[src/rtl/opnd_bypass.sv]
module opnd_bypass #(
  parameter int DW   = 32,
  parameter int NREG = 32,
  localparam int RW  = (NREG > 1) ? $clog2(NREG) : 1
) (
  input  logic [RW-1:0] src_a,
  input  logic [RW-1:0] src_b,
  input  logic [DW-1:0] rf_a,
  input  logic [DW-1:0] rf_b,
  input  logic          xo_wr,
  input  logic [RW-1:0] xo_dst,
  input  logic [DW-1:0] xo_val,
  input  logic          mo_wr,
  input  logic [RW-1:0] mo_dst,
  input  logic [DW-1:0] mo_val,
  output logic [1:0]    sel_a,
  output logic [1:0]    sel_b,
  output logic [DW-1:0] opnd_a,
  output logic [DW-1:0] opnd_b
);

  logic xo_live, mo_live;
  assign xo_live = xo_wr && (xo_dst != '0);
  assign mo_live = mo_wr && (mo_dst != '0);

  function automatic logic [1:0] pick(input logic [RW-1:0] src);
    logic hit_x, hit_m;
    hit_x = xo_live && (xo_dst == src);
    hit_m = mo_live && (mo_dst == src);
    if (hit_x)      pick = 2'd1;
    else if (hit_m) pick = 2'd2;
    else            pick = 2'd0;
  endfunction

  function automatic logic [DW-1:0] route(input logic [1:0] s, input logic [DW-1:0] rf);
    case (s)
      2'd1:    route = xo_val;
      2'd2:    route = mo_val;
      default: route = rf;
    endcase
  endfunction

  assign sel_a  = pick(src_a);
  assign sel_b  = pick(src_b);
  assign opnd_a = route(sel_a, rf_a);
  assign opnd_b = route(sel_b, rf_b);

endmodule

[config.mk]
export PLATFORM = sky130hd
export DESIGN_NAME = opnd_bypass
export DESIGN_NICKNAME = d
export VERILOG_FILES = /design/src/rtl/opnd_bypass.sv
export SDC_FILE = /design/constraint.sdc
export NUM_CORES = 1
export LEC_CHECK = 0
export ABC_AREA = 1
export BUFFER_PORTS_ARGS = -buffer_cell sky130_fd_sc_hd__buf_4
export CORE_AREA = 2 2 84 86
export DETAILED_ROUTE_END_ITERATION = 12
export DIE_AREA = 0 0 86 88
export PLACE_DENSITY = 0.69
export SYNTH_ARGS = -nofsm -noshare
export SYNTH_HDL_FRONTEND = slang
export SYNTH_SLANG_ARGS = --single-unit
[constraint.sdc]
create_clock -name vclk -period 1.35
set_input_delay 0.2025 -clock vclk [all_inputs]
set_output_delay 0.2025 -clock vclk [all_outputs]
set_load 0.01 [all_outputs]
==> results.txt <==
Clock power frac - 0
final non-filler cell total - 688
Area Overhead vs Synth - 167%
die width - 86 um
Final nets - 760
Leakage - 2.53 nW
IO Pins - 218
Critical Path End Type - output port
status - finished, violations left
hold_buf cts - 0
Hold Slack - 0.689 ns
layout cells sized above 1 - 0.610
placed cell areas - 3660 um2
# DRC - 0
Worst Tran Pin Value - 0.204 ns
Max Fclk - 595 MHz
Net Sw Frac - 0.441
syn avg cell area - 4.80 um2
most common cell after layout, fill and taps aside - buf_4
final worst setup slack - -0.330 ns
GRT Overall Usage - 0.245
Final period util - 1.24
drt pass-1 iters - 4
critical path class - input port to output port
max-cap violation count - 0
antenna cells - 0
Initial Util - 0.275
Reg power frac - 0
max_slew headroom - 0.863
CP Max Fanout - 7
post-route cell area - 4880 um2
placer congestion estimate - 0.851
Vias/cell - 5.49
syn_nets - 530
via count - 3,778
PwrDens - 275 nW/um2
die area - 7570 um2
maximum VDD drop - 0.170 mV
Initial DRC Count - 185
antenna violations before repair - 0
drt wl/cell - 18.6 um
Combinational Power Share - 1.000
Post-Syn Instances - 380
WP data required - 1.15 ns
RSZ-0062 raised after global routing - true
first-pass GRT wire length - 15,500 um
placed cell count - 665
sw power - 0.000592 W
post-route minimum period - 1.68 ns
row count - 30
Hold WC Path Type - input port to output port
P_int - 0.000750 W
CP Data Arrival Time - 1.48 ns
commonest cells after routing, fill and taps aside - 194 x buf_4, 142 x nand3_1, 79 x nand2_1
Distinct cells, synth - 17
drt total wl - 12,800 um
largest net degree at the start of global routing - 43
FF+latch area - 0 um2
failing checks - negative setup slack
Util after Layout - 0.735
Area contributors post-synth - nand3_1 54%, nand2_1 21%, buf_2 7.1%, nor2_1 2.9%, xor2_1 2.9%
sequential-to-total area share from yosys stat - 0
clock buffers - 0
cell area after synthesis - 1830 um2
Routed Antenna Nets - 0
startpoint types - input port
Core Area - 6640 um2
die height - 88 um
final hold violation count - 0
final setup fails - 68
IO buf count - 218
Synth area leader - nand3_1
grt total ovfl - 0
DP HPWL - 7870 um
Seq Cell Count - 0
Final Power - 0.00134 W
vias in the first global route - 3,225
max-slew violations - 0
synth warn - 0
share of the synthesized area in the top cell type - 0.537
==> power by group through the flow <==
stage          registers, W  logic, W  clock network [W]
2_1_floorplan             0  0.000376                  0
3_3_place_gp              0   0.00106                  0
3_5_place_dp              0   0.00107                  0
4_1_cts                   0   0.00111                  0
5_1_grt                   0   0.00143                  0
6_report                  0   0.00134                  0
==> synthesized netlist by cell type <==
cell      count
buf_4         1
nor2_2        2
buf_2        26
inv_2         8
xnor2_1       5
buf_6         3
nor2b_1       1
nand3b_1      1
nand3_2       2
nand2_1     102
xor2_1        6
inv_1         9
nand4_2       1
nor2_1       14
nand3_1     196
nor2_4        1
clkbuf_1      2
==> metrics by stage <==
stage                     setup slack, ns  TNS [ns]
after global routing               -0.428    -23.31
final                              -0.330    -17.18
after global placement             -0.306    -17.35
after floorplan                    0.0246         0
after detailed placement           -0.341    -19.07
after CTS                          -0.264    -15.60
==> worst paths after layout <==
kind,start,endpoint,cells after the start
worst min-delay path,xo_val[10],opnd_a[10],4
worst max-delay path,mo_dst[0],opnd_a[23],12
==> routing by layer <==
| layer | vias to the layer above | share of wire | track usage |
|---|---|---|---|
| li1 | 1767 | - | - |
| met4 | 0 | 0.030 | 0.0375 |
| met5 | - | 0 | 0 |
| met3 | 32 | 0.075 | 0.0236 |
| met2 | 202 | 0.52 | 0.471 |
| met1 | 1777 | 0.37 | 0.299 |
==> logic make-up (layout without fill, tap and decap cells) <==
| family | Yosys count | count (layout) | synth area share |
|---|---|---|---|
| xor+xnor | 11 | 11 | 0.0528 |
| buf+inv | 49 | 277 | 0.133 |
| simple gates | 320 | 320 | 0.814 |
==> what timing repair did <==
action,in CTS,in global routing
cloned,1,18
hold endpoints to repair,0,0
setup endpoints to repair,68,68
pin swaps,3,33
buffers inserted,2,4
gates resized for setup,32,158
==> worst max-delay path, stage by stage <==
cell       delay [ns]
buf_6            0.10
inv_2            0.04
nand2_1          0.06
nand2_1          0.08
nor2_2           0.16
nand3_4          0.09
nor2_4           0.16
buf_12           0.14
clkbuf_16        0.15
nand3_1          0.06
nand3_1          0.09
buf_4            0.13
==> area by class of cell <==
cell class | instances | area [um2]
timing repair buffer | 260 | 2560
multi-input combinational | 331 | 2120
fill | 521 | 1760
tap | 80 | 100
inverter | 17 | 91.3
(Power assumes the default switching activity.)
